### config.mk
export PLATFORM = sky130hd
export DESIGN_NAME = inval_queue_engine
export DESIGN_NICKNAME = d
export VERILOG_FILES = /design/src/rtl/iqe_pkg.sv /design/src/rtl/iqe_datapath.sv /design/src/rtl/iqe_ctrl.sv /design/src/rtl/inval_queue_engine.sv
export SDC_FILE = /design/constraint.sdc
export NUM_CORES = 1
export LEC_CHECK = 0
export CORE_AREA = 2 2 189 191
export CTS_CLUSTER_DIAMETER = 40
export DETAILED_ROUTE_END_ITERATION = 6
export DIE_AREA = 0 0 191 193
export REMOVE_ABC_BUFFERS = 1
export SLEW_MARGIN = 20
export SYNTH_ARGS = -nofsm -noshare
export SYNTH_HDL_FRONTEND = slang
export SYNTH_SLANG_ARGS = --single-unit
export TNS_END_PERCENT = 50
### constraint.sdc
create_clock -name clk -period 3.9 [get_ports clk]
set_clock_uncertainty 0.2 [all_clocks]
set_input_delay 1.17 -clock clk [delete_from_list [all_inputs] [get_ports clk]]
set_output_delay 1.17 -clock clk [all_outputs]
set_load 0.05 [all_outputs]
### src/rtl/iqe_pkg.sv
package iqe_pkg;
  // entry index range carried in a head/tail offset register
  localparam int IDX_W   = 15;
  localparam int OFS_LSB = 4;
  localparam int OFS_W   = IDX_W + OFS_LSB;
  localparam int DESC_W  = 128;

  localparam logic [3:0] DT_CTX    = 4'd1;
  localparam logic [3:0] DT_IOTLB  = 4'd2;
  localparam logic [3:0] DT_DEVTLB = 4'd3;
  localparam logic [3:0] DT_IEC    = 4'd4;
  localparam logic [3:0] DT_WAIT   = 4'd5;

  localparam logic [1:0] RS_QADDR = 2'd0;
  localparam logic [1:0] RS_TAIL  = 2'd1;
  localparam logic [1:0] RS_CTRL  = 2'd2;
  localparam logic [1:0] RS_STAT  = 2'd3;

  typedef struct packed {
    logic latchDesc;
    logic advHead;
    logic setFault;
  } strobe_t;

  typedef enum logic [2:0] {
    ST_IDLE, ST_RDREQ, ST_RDWAIT, ST_DECODE, ST_HAND, ST_WRREQ, ST_FENCE
  } state_e;

  function automatic logic isHandoffType(input logic [3:0] t);
    return (t >= DT_CTX) && (t <= DT_IEC);
  endfunction
endpackage

### src/rtl/iqe_datapath.sv
module iqe_datapath
  import iqe_pkg::*;
#(
  parameter int ADDR_W = 48
) (
  input  logic              clk,
  input  logic              rst_n,
  input  logic              regWe,
  input  logic [1:0]        regSel,
  input  logic [63:0]       regWdata,
  input  strobe_t           strb,
  input  logic [DESC_W-1:0] memRdRspData,
  output logic              canFetch,
  output logic [3:0]        descType,
  output logic              waitIrq,
  output logic              waitSw,
  output logic              waitFence,
  output logic              faultFlag,
  output logic [OFS_W-1:0]  headOfs,
  output logic [ADDR_W-1:0] memRdAddr,
  output logic [ADDR_W-1:0] memWrAddr,
  output logic [31:0]       memWrData,
  output logic [DESC_W-1:0] invDesc
);
  localparam int BASE_W = ADDR_W - 12;

  logic [BASE_W-1:0] baseReg;
  logic [2:0]        qsReg;
  logic              enReg;
  logic              faultReg;
  logic [IDX_W-1:0]  headIdx, tailIdx, sizeMask, headEff, tailEff;
  logic [DESC_W-1:0] descReg;
  logic              unusedWdata;

  assign unusedWdata = ^regWdata;

  // qs = 7 overflows the shift to zero, which still yields an all-ones mask
  assign sizeMask = (IDX_W'(1) << (4'(qsReg) + 4'd8)) - IDX_W'(1);
  assign headEff  = headIdx & sizeMask;
  assign tailEff  = tailIdx & sizeMask;

  always_ff @(posedge clk or negedge rst_n) begin
    if (!rst_n) begin
      baseReg  <= '0;
      qsReg    <= '0;
      enReg    <= 1'b0;
      faultReg <= 1'b0;
      headIdx  <= '0;
      tailIdx  <= '0;
      descReg  <= '0;
    end else begin
      if (regWe) begin
        case (regSel)
          RS_QADDR: if (!enReg) begin
            baseReg <= regWdata[ADDR_W-1:12];
            qsReg   <= regWdata[2:0];
          end
          RS_TAIL: tailIdx <= regWdata[OFS_W-1:OFS_LSB];
          RS_CTRL: enReg   <= regWdata[0];
          default: ;
        endcase
      end
      if (strb.setFault)
        faultReg <= 1'b1;
      else if (regWe && regSel == RS_STAT && regWdata[0])
        faultReg <= 1'b0;
      if (strb.advHead)   headIdx <= (headEff + IDX_W'(1)) & sizeMask;
      if (strb.latchDesc) descReg <= memRdRspData;
    end
  end

  assign canFetch  = enReg && !faultReg && (headEff != tailEff);
  assign faultFlag = faultReg;
  assign headOfs   = {headEff, 4'b0000};
  assign memRdAddr = {baseReg, 12'h000} + ADDR_W'({headEff, 4'b0000});
  assign descType  = descReg[3:0];
  assign waitIrq   = descReg[4];
  assign waitSw    = descReg[5];
  assign waitFence = descReg[6];
  assign memWrData = descReg[63:32];
  assign memWrAddr = {descReg[64+ADDR_W-1:66], 2'b00};
  assign invDesc   = descReg;
endmodule

### src/rtl/iqe_ctrl.sv
module iqe_ctrl
  import iqe_pkg::*;
#(
  parameter int PEND_W = 4
) (
  input  logic       clk,
  input  logic       rst_n,
  input  logic       canFetch,
  input  logic [3:0] descType,
  input  logic       waitIrq,
  input  logic       waitSw,
  input  logic       waitFence,
  input  logic       memRdReady,
  input  logic       memRdRspValid,
  input  logic       memWrReady,
  input  logic       memWrDone,
  input  logic       invReady,
  output strobe_t    strb,
  output logic       memRdReq,
  output logic       memWrValid,
  output logic       invValid,
  output logic       cplPulse
);
  state_e            state, nextState;
  logic [PEND_W-1:0] pendCnt;
  logic              pendFull, wrAcc, waitDone;

  assign pendFull   = &pendCnt;
  assign memWrValid = (state == ST_WRREQ) && !pendFull;
  assign wrAcc      = memWrValid && memWrReady;
  assign memRdReq   = (state == ST_RDREQ);
  assign invValid   = (state == ST_HAND);

  always_comb begin
    nextState = state;
    strb      = '0;
    waitDone  = 1'b0;
    case (state)
      ST_IDLE:   if (canFetch) nextState = ST_RDREQ;
      ST_RDREQ:  if (memRdReady) nextState = ST_RDWAIT;
      ST_RDWAIT: if (memRdRspValid) begin
        strb.latchDesc = 1'b1;
        nextState      = ST_DECODE;
      end
      ST_DECODE: begin
        if (isHandoffType(descType)) begin
          nextState = ST_HAND;
        end else if (descType == DT_WAIT) begin
          if (waitSw)         nextState = ST_WRREQ;
          else if (waitFence) nextState = ST_FENCE;
          else begin
            waitDone  = 1'b1;
            nextState = ST_IDLE;
          end
        end else begin
          strb.setFault = 1'b1;
          nextState     = ST_IDLE;
        end
      end
      ST_HAND: if (invReady) begin
        strb.advHead = 1'b1;
        nextState    = ST_IDLE;
      end
      ST_WRREQ: if (wrAcc) begin
        if (waitFence) nextState = ST_FENCE;
        else begin
          waitDone  = 1'b1;
          nextState = ST_IDLE;
        end
      end
      ST_FENCE: if (pendCnt == '0) begin
        waitDone  = 1'b1;
        nextState = ST_IDLE;
      end
      default: nextState = ST_IDLE;
    endcase
    if (waitDone) strb.advHead = 1'b1;
  end

  always_ff @(posedge clk or negedge rst_n) begin
    if (!rst_n) begin
      state    <= ST_IDLE;
      pendCnt  <= '0;
      cplPulse <= 1'b0;
    end else begin
      state    <= nextState;
      cplPulse <= waitDone && waitIrq;
      if (wrAcc && !memWrDone)
        pendCnt <= pendCnt + PEND_W'(1);
      else if (!wrAcc && memWrDone && pendCnt != '0)
        pendCnt <= pendCnt - PEND_W'(1);
    end
  end
endmodule

### src/rtl/inval_queue_engine.sv
module inval_queue_engine
  import iqe_pkg::*;
#(
  parameter int ADDR_W = 48,
  parameter int PEND_W = 4
) (
  input  logic              clk,
  input  logic              rst_n,
  input  logic              regWe,
  input  logic [1:0]        regSel,
  input  logic [63:0]       regWdata,
  output logic [18:0]       headOfs,
  output logic              faultFlag,
  output logic              memRdReq,
  output logic [ADDR_W-1:0] memRdAddr,
  input  logic              memRdReady,
  input  logic              memRdRspValid,
  input  logic [127:0]      memRdRspData,
  output logic              memWrValid,
  output logic [ADDR_W-1:0] memWrAddr,
  output logic [31:0]       memWrData,
  input  logic              memWrReady,
  input  logic              memWrDone,
  output logic              invValid,
  output logic [127:0]      invDesc,
  input  logic              invReady,
  output logic              cplPulse
);
  strobe_t    strb;
  logic       canFetch, waitIrq, waitSw, waitFence;
  logic [3:0] descType;

  iqe_datapath #(.ADDR_W(ADDR_W)) u_dp (
    .clk(clk), .rst_n(rst_n), .regWe(regWe), .regSel(regSel), .regWdata(regWdata),
    .strb(strb), .memRdRspData(memRdRspData), .canFetch(canFetch),
    .descType(descType), .waitIrq(waitIrq), .waitSw(waitSw), .waitFence(waitFence),
    .faultFlag(faultFlag), .headOfs(headOfs), .memRdAddr(memRdAddr),
    .memWrAddr(memWrAddr), .memWrData(memWrData), .invDesc(invDesc)
  );

  iqe_ctrl #(.PEND_W(PEND_W)) u_ctrl (
    .clk(clk), .rst_n(rst_n), .canFetch(canFetch), .descType(descType),
    .waitIrq(waitIrq), .waitSw(waitSw), .waitFence(waitFence),
    .memRdReady(memRdReady), .memRdRspValid(memRdRspValid),
    .memWrReady(memWrReady), .memWrDone(memWrDone), .invReady(invReady),
    .strb(strb), .memRdReq(memRdReq), .memWrValid(memWrValid),
    .invValid(invValid), .cplPulse(cplPulse)
  );
endmodule

==> results of run 1 <==
==> path summary, 6_finish.rpt <==
kind,to,slack [ps],cells after the start
hold / removal,u_dp.invDesc[124]$_DFFE_PN0P_,280,1
hold reg to reg,u_dp.invDesc[124]$_DFFE_PN0P_,280,1
min in group asynchronous,u_dp.invDesc[119]$_DFFE_PN0P_,420,1
setup / recovery,memRdAddr[27],-650,13
max in group asynchronous,u_dp.baseReg[8]$_DFFE_PN0P_,2340,2
setup reg to reg,u_ctrl.pendCnt[3]$_DFFE_PN0P_,1200,10
==> worst reg2reg max path, stage by stage (launching register included) <==
cell	delay, ps
dfrtp_1	580
nor2b_1	330
nand4_1	210
nor2_1	190
inv_1	120
ha_1	290
a21o_1	180
a21oi_1	180
nor2_1	60
a21oi_1	150
xnor2_1	140
==> synthesized netlist by cell type, drive strengths merged (7+ instances only) <==
master | number | share of area
xnor2 | 41 | 0.036
and3 | 8 | 0.0050
nand4 | 14 | 0.0087
o21ai | 20 | 0.0099
ha | 8 | 0.0099
nand3 | 13 | 0.0069
inv | 13 | 0.0048
nor2 | 21 | 0.0078
xor2 | 18 | 0.016
nor3 | 15 | 0.0079
a21oi | 19 | 0.0098
mux2 | 183 | 0.20
clkbuf | 12 | 0.0045
buf | 123 | 0.088
nand2b | 7 | 0.0043
dfrtp | 207 | 0.51
nand2 | 37 | 0.014
==> cells by family after synthesis <==
logic type / after synthesis / synth area share
AO/OA/AOI/OAI: 64 / 0.0409
XOR/XNOR: 59 / 0.0512
adder cells (fa/ha/maj): 12 / 0.0159
buffers and inverters: 148 / 0.0971
flip-flops: 207 / 0.514
multiplexers: 183 / 0.204
other: 1 / 0.000372
AND/OR/NAND/NOR: 143 / 0.0765
==> flip-flops by register name, indices dropped and copies added (netlist names) <==
name             count
u_dp.invDesc       128
u_dp.baseReg        36
u_dp.headIdx        15
u_dp.tailIdx        15
u_ctrl.pendCnt       4
u_ctrl.state         3
u_dp.qsReg           3
u_ctrl.cplPulse      1
u_dp.enReg           1
u_dp.faultFlag       1
==> routing by layer <==
layer  GRT usage  routed length (um)  vias up
li1            -                   -     3589
met1       0.194               12300     3854
met2       0.301               16900      291
met3      0.0691                3030       50
met4      0.0492                 714        2
met5           0                  11        -
==> where the power goes <==
part / internal [uW] / leakage, uW / switching, uW
Sequential: 3070 / 0.00247 / 863
Clock: 3040 / 0.000815 / 1190
Combinational: 3770 / 0.00392 / 6440
Total: 9880 / 0.00720 / 8490
==> area by class of cell <==
| type | count | area, um^2 | area share |
|---|---|---|---|
| Clock buffer | 54 | 1210 | 0.0701 |
| Clock inverter | 24 | 462 | 0.0268 |
| Sequential cell | 207 | 5180 | 0.300 |
| Tap cell | 461 | 577 | 0.0334 |
| Multi-Input combinational cell | 471 | 4330 | 0.251 |
| Timing Repair Buffer | 504 | 5440 | 0.316 |
| Inverter | 13 | 51.3 | 0.00297 |
==> stage by stage <==
stage / std cells / power [uW]
after detailed placement: 1650 / 14000
after global routing: 1734 / 19100
final: 1734 / 18400
after CTS: 1734 / 18500
after global placement: 1650 / 14000
after floorplan: 691 / 9940
==> timing repair <==
item | in CTS | in global routing
cloned | 1 | 0
setup buffers | 6 | 1
gates resized for setup | 41 | 46
hold endpoints to repair | 0 | 0
pin swaps | 18 | 28
setup endpoints to repair | 34 | 35
==> summary.txt, run 1 <==
Die
  • Core area: 35000 um^2
  • Number of I/O pins: 482
  • Chip Width: 191 um
  • Initial Utilization: 0.288
  • Die height: 193 um
  • Die area: 36900 um^2
  • Row count: 69

Setup path
  • Most used cell, CP: o21ai_4
  • CP top delay family: compound AO/OA/AOI/OAI gates
  • CP required: 2530 ps
  • CP peak stage delay: 380 ps
  • WS Path Type: register to output pin
  • Crit path capture type: output pin
  • FF-to-FF Start: u_ctrl.state[0]$_DFFE_PN0P_
  • Buffers & Inverters on Critical Path: 4
  • Slowest-stage cell, CP: dfrtp_1
  • Crit path arrival time: 3180 ps
  • CP Launch Point: u_dp.qsReg[2]$_DFFE_PN0P_
  • CP Max Fanout: 7
  • Worst path cell trace: buf_4, o21ai_4, inv_2, ha_1, a21o_1, a31o_1, nand3_2, o21ai_4, a21oi_4, clkbuf_16, nor3_1, xor2_1, buf_12
  • Worst setup SP type: register

STA
  • Setup WS post-layout: -653 ps
  • Worst slew pin tran: 656 ps
  • Slew Viols, Final: 0
  • Max Freq: 220 MHz
  • Rel. slew slack: 0.562
  • Setup TNS: -16020 ps
  • Fin Hold WS: 283 ps
  • Final Setup Violations: 33
  • Hold Violations, Final: 0
  • Tmin final: 4550 ps
  • RSZ-0062 raised after global routing: true
  • Final worst-path cycle share: 1.17

Global routing
  • Antenna violations before repair: 1
  • Vias in the first global route: 8101
  • Total grt overflow: 0
  • First-pass GRT wire length: 48300 um
  • Total track usage: 0.172
  • Largest net degree at the start of global routing: 75

Route
  • Routed Antenna Nets: 0
  • Drt first-iter violations: 279
  • Drt first pass iters: 4
  • Routed WL per cell: 19.0 um
  • DRC violations left: 0
  • Via-to-Cell Ratio: 4.49
  • Via Count: 7786
  • Routed WL: 33000 um

CTS
  • Max H-tree Level: 2
  • Post-CTS Hold Buffers: 0
  • CTS Buf Count: 43
  • Max clock buf depth: 3
  • Clock root buffer: clkbuf_16
  • Worst skew pair latency: 520 ps
  • Clk sink count: 207
  • Clk slew on worst S/H paths: 50 ps
  • CTS tree: yes

Flow run
  • Max-cap violations: 0

Power
  • Leak: 0.00720 uW
  • Pwr/cell area: 1060 nW/um^2
  • Peak VDD IR: 0.727 mV

Layout
  • Commonest non-fill, non-tap cell in the layout: clkdlybuf4s50_1
  • Area Growth Syn to Fin: 71.1%
  • Antenna diodes: 0
  • Final design area excluding fillers: 17300 um^2
  • Final Util: 0.493
  • Fillers: 3113
  • Layout net count: 1452
  • Share of cells above drive strength 1: 0.250
  • Most frequent cells in the layout: 416 x clkdlybuf4s50_1, 207 x dfrtp_1, 99 x mux2_2

Worst hold path
  • Worst hold-check path type: register to register
  • Worst hold start: u_dp.invDesc[124]$_DFFE_PN0P_

Logic synthesis
  • Synth warn: 0
  • Dominant synthesized flop cell: dfrtp_1
  • Seq cells post-synth: 207
  • Asr flop ratio synth: 1.00
  • Count of cell types in the netlist: 58
  • Cells after Synth: 817
  • Cell Area, Synth: 10100 um^2
  • Mean post-synth cell area: 12.3 um^2
  • Post-synth EDFFs: 0
  • Register area share after synthesis: 0.514

Placed design
  • Post-DP HPWL: 24600 um
  • Worst slack, placed: -269 ps
  • Placed Area: 15100 um^2
  • Port-buffer cells: 454
  • Routability Congestion: 0.769

Status
  • Status: complete, but fails checks
  • Failing checks: setup timing
(Power assumes the default switching activity.)
==> run 2: changes to the inputs <==
--- a/config.mk
+++ b/config.mk
@@ -10,7 +10,7 @@
 export DETAILED_ROUTE_END_ITERATION = 6
 export DIE_AREA = 0 0 191 193
 export REMOVE_ABC_BUFFERS = 1
-export SLEW_MARGIN = 20
+export SLEW_MARGIN = 10
 export SYNTH_ARGS = -nofsm -noshare
 export SYNTH_HDL_FRONTEND = slang
 export SYNTH_SLANG_ARGS = --single-unit
==> results of run 2 <==
Same layout as run 1: the final DEF is identical, and so are final timing and power.
==> run 3: changes to the inputs <==
--- a/config.mk
+++ b/config.mk
@@ -9,6 +9,7 @@
 export CTS_CLUSTER_DIAMETER = 40
 export DETAILED_ROUTE_END_ITERATION = 6
 export DIE_AREA = 0 0 191 193
+export PLACE_DENSITY = 0.61
 export REMOVE_ABC_BUFFERS = 1
 export SLEW_MARGIN = 10
 export SYNTH_ARGS = -nofsm -noshare
==> constraint.sdc (replaced) <==
create_clock -name clk -period 5 [get_ports clk]
set_clock_uncertainty 0.2 [all_clocks]
set_input_delay 1.5 -clock clk [delete_from_list [all_inputs] [get_ports clk]]
set_output_delay 1.5 -clock clk [all_outputs]
set_load 0.05 [all_outputs]
==> run 3 against run 2 <==
Against the previous run: the flow now finishes without violations; first-iteration DRC count shrank 18%; non-clock buffer count fell by 21; register-to-register slack improved by 1100 ps; flip-flop and latch count unchanged; hold slack got worse by 4.6 ps; critical endpoint is now memRdAddr[35]; largest cell class is now flip-flops and latches.
==> summary.txt, run 3 (synthesis gave the netlist of run 1 again) <==
Global routing
  • Largest net degree at the start of global routing: 128
  • GR Util met3: 0.0637
  • Total grt overflow: 0
  • Busiest grt layer: met2
  • Vias in the first global route: 7952
  • Met2 usage: 0.293
  • Total track usage: 0.172
  • GR Layer Usage met1: 0.195
  • First-pass GRT wire length: 47900 um
  • Antenna violations before repair: 0

STA
  • Slew Viols, Final: 0
  • Setup TNS: 0 ps
  • Hold Violations, Final: 0
  • Setup WS post-layout: 55.5 ps
  • Final worst-path cycle share: 0.989
  • Rel. slew slack: 0.395
  • Max Freq: 202 MHz
  • Fin Hold WS: 278 ps
  • Worst slew pin tran: 905 ps
  • Tmin final: 4940 ps
  • Final Setup Violations: 0

Placed design
  • Dpl cells: 1619
  • Post-DP HPWL: 24000 um
  • Worst slack, placed: 342 ps
  • Port-buffer cells: 454
  • Routability Congestion: 0.740

Layout
  • Footprint of the multi-input gates: 4190 um^2
  • Fillers: 3124
  • Commonest non-fill, non-tap cell in the layout: clkdlybuf4s50_1
  • Most frequent cells in the layout: 420 x clkdlybuf4s50_1, 207 x dfrtp_1, 99 x mux2_2
  • Final Util: 0.479
  • Storage cell area: 5180 um^2
  • Final Non-Filler Cells: 1712
  • Area Growth Syn to Fin: 65.9%
  • Flip-flop count of the largest register after layout: 128
  • Share of cells above drive strength 1: 0.223
  • Layout net count: 1430

CTS
  • Post-CTS Hold Buffers: 0
  • Clk slew on worst S/H paths: 50 ps
  • Clock root buffer: clkbuf_16
  • Max clock buf depth: 3
  • Worst skew pair latency: 530 ps
  • CTS Buf Count: 42
  • Clk sink count: 207
  • CTS tree: yes
  • Max H-tree Level: 2

Power
  • Peak VDD IR: 0.548 mV
  • Switching Power: 6560 uW
  • Internal power: 7420 uW
  • Clock Power Share: 0.225
  • Leak: 0.00688 uW
  • Combinational fraction of design power: 0.557
  • Sequential Power Share: 0.218
  • Pwr/cell area: 836 nW/um^2
  • Switch share: 0.469

Route
  • DRC violations left: 0
  • Routed WL: 32600 um
  • Via-to-Cell Ratio: 4.44
  • Routed Antenna Nets: 0
  • Routed WL per cell: 19.0 um
  • Via Count: 7595
  • Drt first-iter violations: 230
  • Drt first pass iters: 4

Setup path
  • Worst path cell trace: buf_4, buf_4, and2_4, ha_2, maj3_1, a21oi_2, o21ai_2, a21oi_2, buf_6, buf_8, nor3_2, xor2_1, buf_12
  • Worst setup SP type: register
  • CP peak stage delay: 380 ps
  • WS Path Type: register to output pin
  • Crit path capture type: output pin
  • Slowest-stage cell, CP: dfrtp_1
  • CP Max Fanout: 14
  • CP required: 3300 ps
  • Crit path arrival time: 3240 ps

Die
  • Die area: 36900 um^2
  • Die height: 193 um
  • Core area: 35000 um^2
  • Number of I/O pins: 482
  • Row count: 69
  • Chip Width: 191 um
  • Initial Utilization: 0.288

Status
  • Status: finished clean

Worst hold path
  • Worst hold-check path type: register to register

Flow run
  • Max-cap violations: 0
[run 3: path summary, 6_finish.rpt]
| kind | slack, ps | cells past startpoint | startpoint | to |
|---|---|---|---|---|
| worst max-delay path | 60 | 13 | u_dp.qsReg[2]$_DFFE_PN0P_ | memRdAddr[35] |
| worst min-delay path | 280 | 1 | u_dp.invDesc[31]$_DFFE_PN0P_ | u_dp.invDesc[31]$_DFFE_PN0P_ |
| worst max register to register | 2300 | 10 | u_ctrl.state[0]$_DFFE_PN0P_ | u_ctrl.pendCnt[3]$_DFFE_PN0P_ |
| worst min register to register | 280 | 1 | u_dp.invDesc[31]$_DFFE_PN0P_ | u_dp.invDesc[31]$_DFFE_PN0P_ |
| max in group asynchronous | 2860 | 2 | rst_n | u_dp.invDesc[30]$_DFFE_PN0P_ |
| min in group asynchronous | 780 | 1 | rst_n | u_dp.tailIdx[2]$_DFFE_PN0P_ |
[run 3: critical path, delay by kind of cell, from the launching register on]
| family | cells | cell delay [ps] |
|---|---|---|
| buffers and inverters | 5 | 820 |
| adder cells (fa/ha/maj) | 2 | 560 |
| AO/OA/AOI/OAI | 3 | 390 |
| flip-flops | 1 | 380 |
| XOR/XNOR | 1 | 300 |
| AND/OR/NAND/NOR | 2 | 230 |
[run 3: per-stage QoR]
step           power [uW]  cell area, um^2
2_1_floorplan        7790             9190
3_3_place_gp        10700            14700
3_5_place_dp        10800            14700
6_report            14000            16700
4_1_cts             14000            16400
5_1_grt             14600            16700
[run 3: power groups by stage]
stage / Clock (uW) / Combinational (uW) / Sequential [uW]
2_1_floorplan: 0 / 1750 / 6050
3_3_place_gp: 0 / 7690 / 3040
3_5_place_dp: 0 / 7700 / 3060
5_1_grt: 3300 / 8090 / 3170
6_report: 3150 / 7780 / 3050
4_1_cts: 3220 / 7760 / 3060
[run 3: layout make-up]
| class | count | area share |
|---|---|---|
| diodes | 2 | 0.000299 |
| clock buffers | 54 | 0.0717 |
| clock inverters | 21 | 0.0227 |
| inverters | 13 | 0.00306 |
| multi-input cells | 471 | 0.250 |
| flip-flops and latches | 207 | 0.309 |
| well taps | 461 | 0.0345 |
| repair buffers | 483 | 0.308 |
[run 3: per-layer routing]
layer | vias to the layer above | wire, um
met1 | 3712 | 12600
li1 | 3552 | -
met4 | 0 | 787
met2 | 278 | 16500
met5 | - | 0
met3 | 53 | 2740
[run 3: timing repair]
| item | CTS | global route |
|---|---|---|
| pin swaps | 5 | 25 |
| endpoints found under the setup margin | 26 | 26 |
| gates resized for setup | 19 | 43 |
| buffers inserted | 2 | 14 |
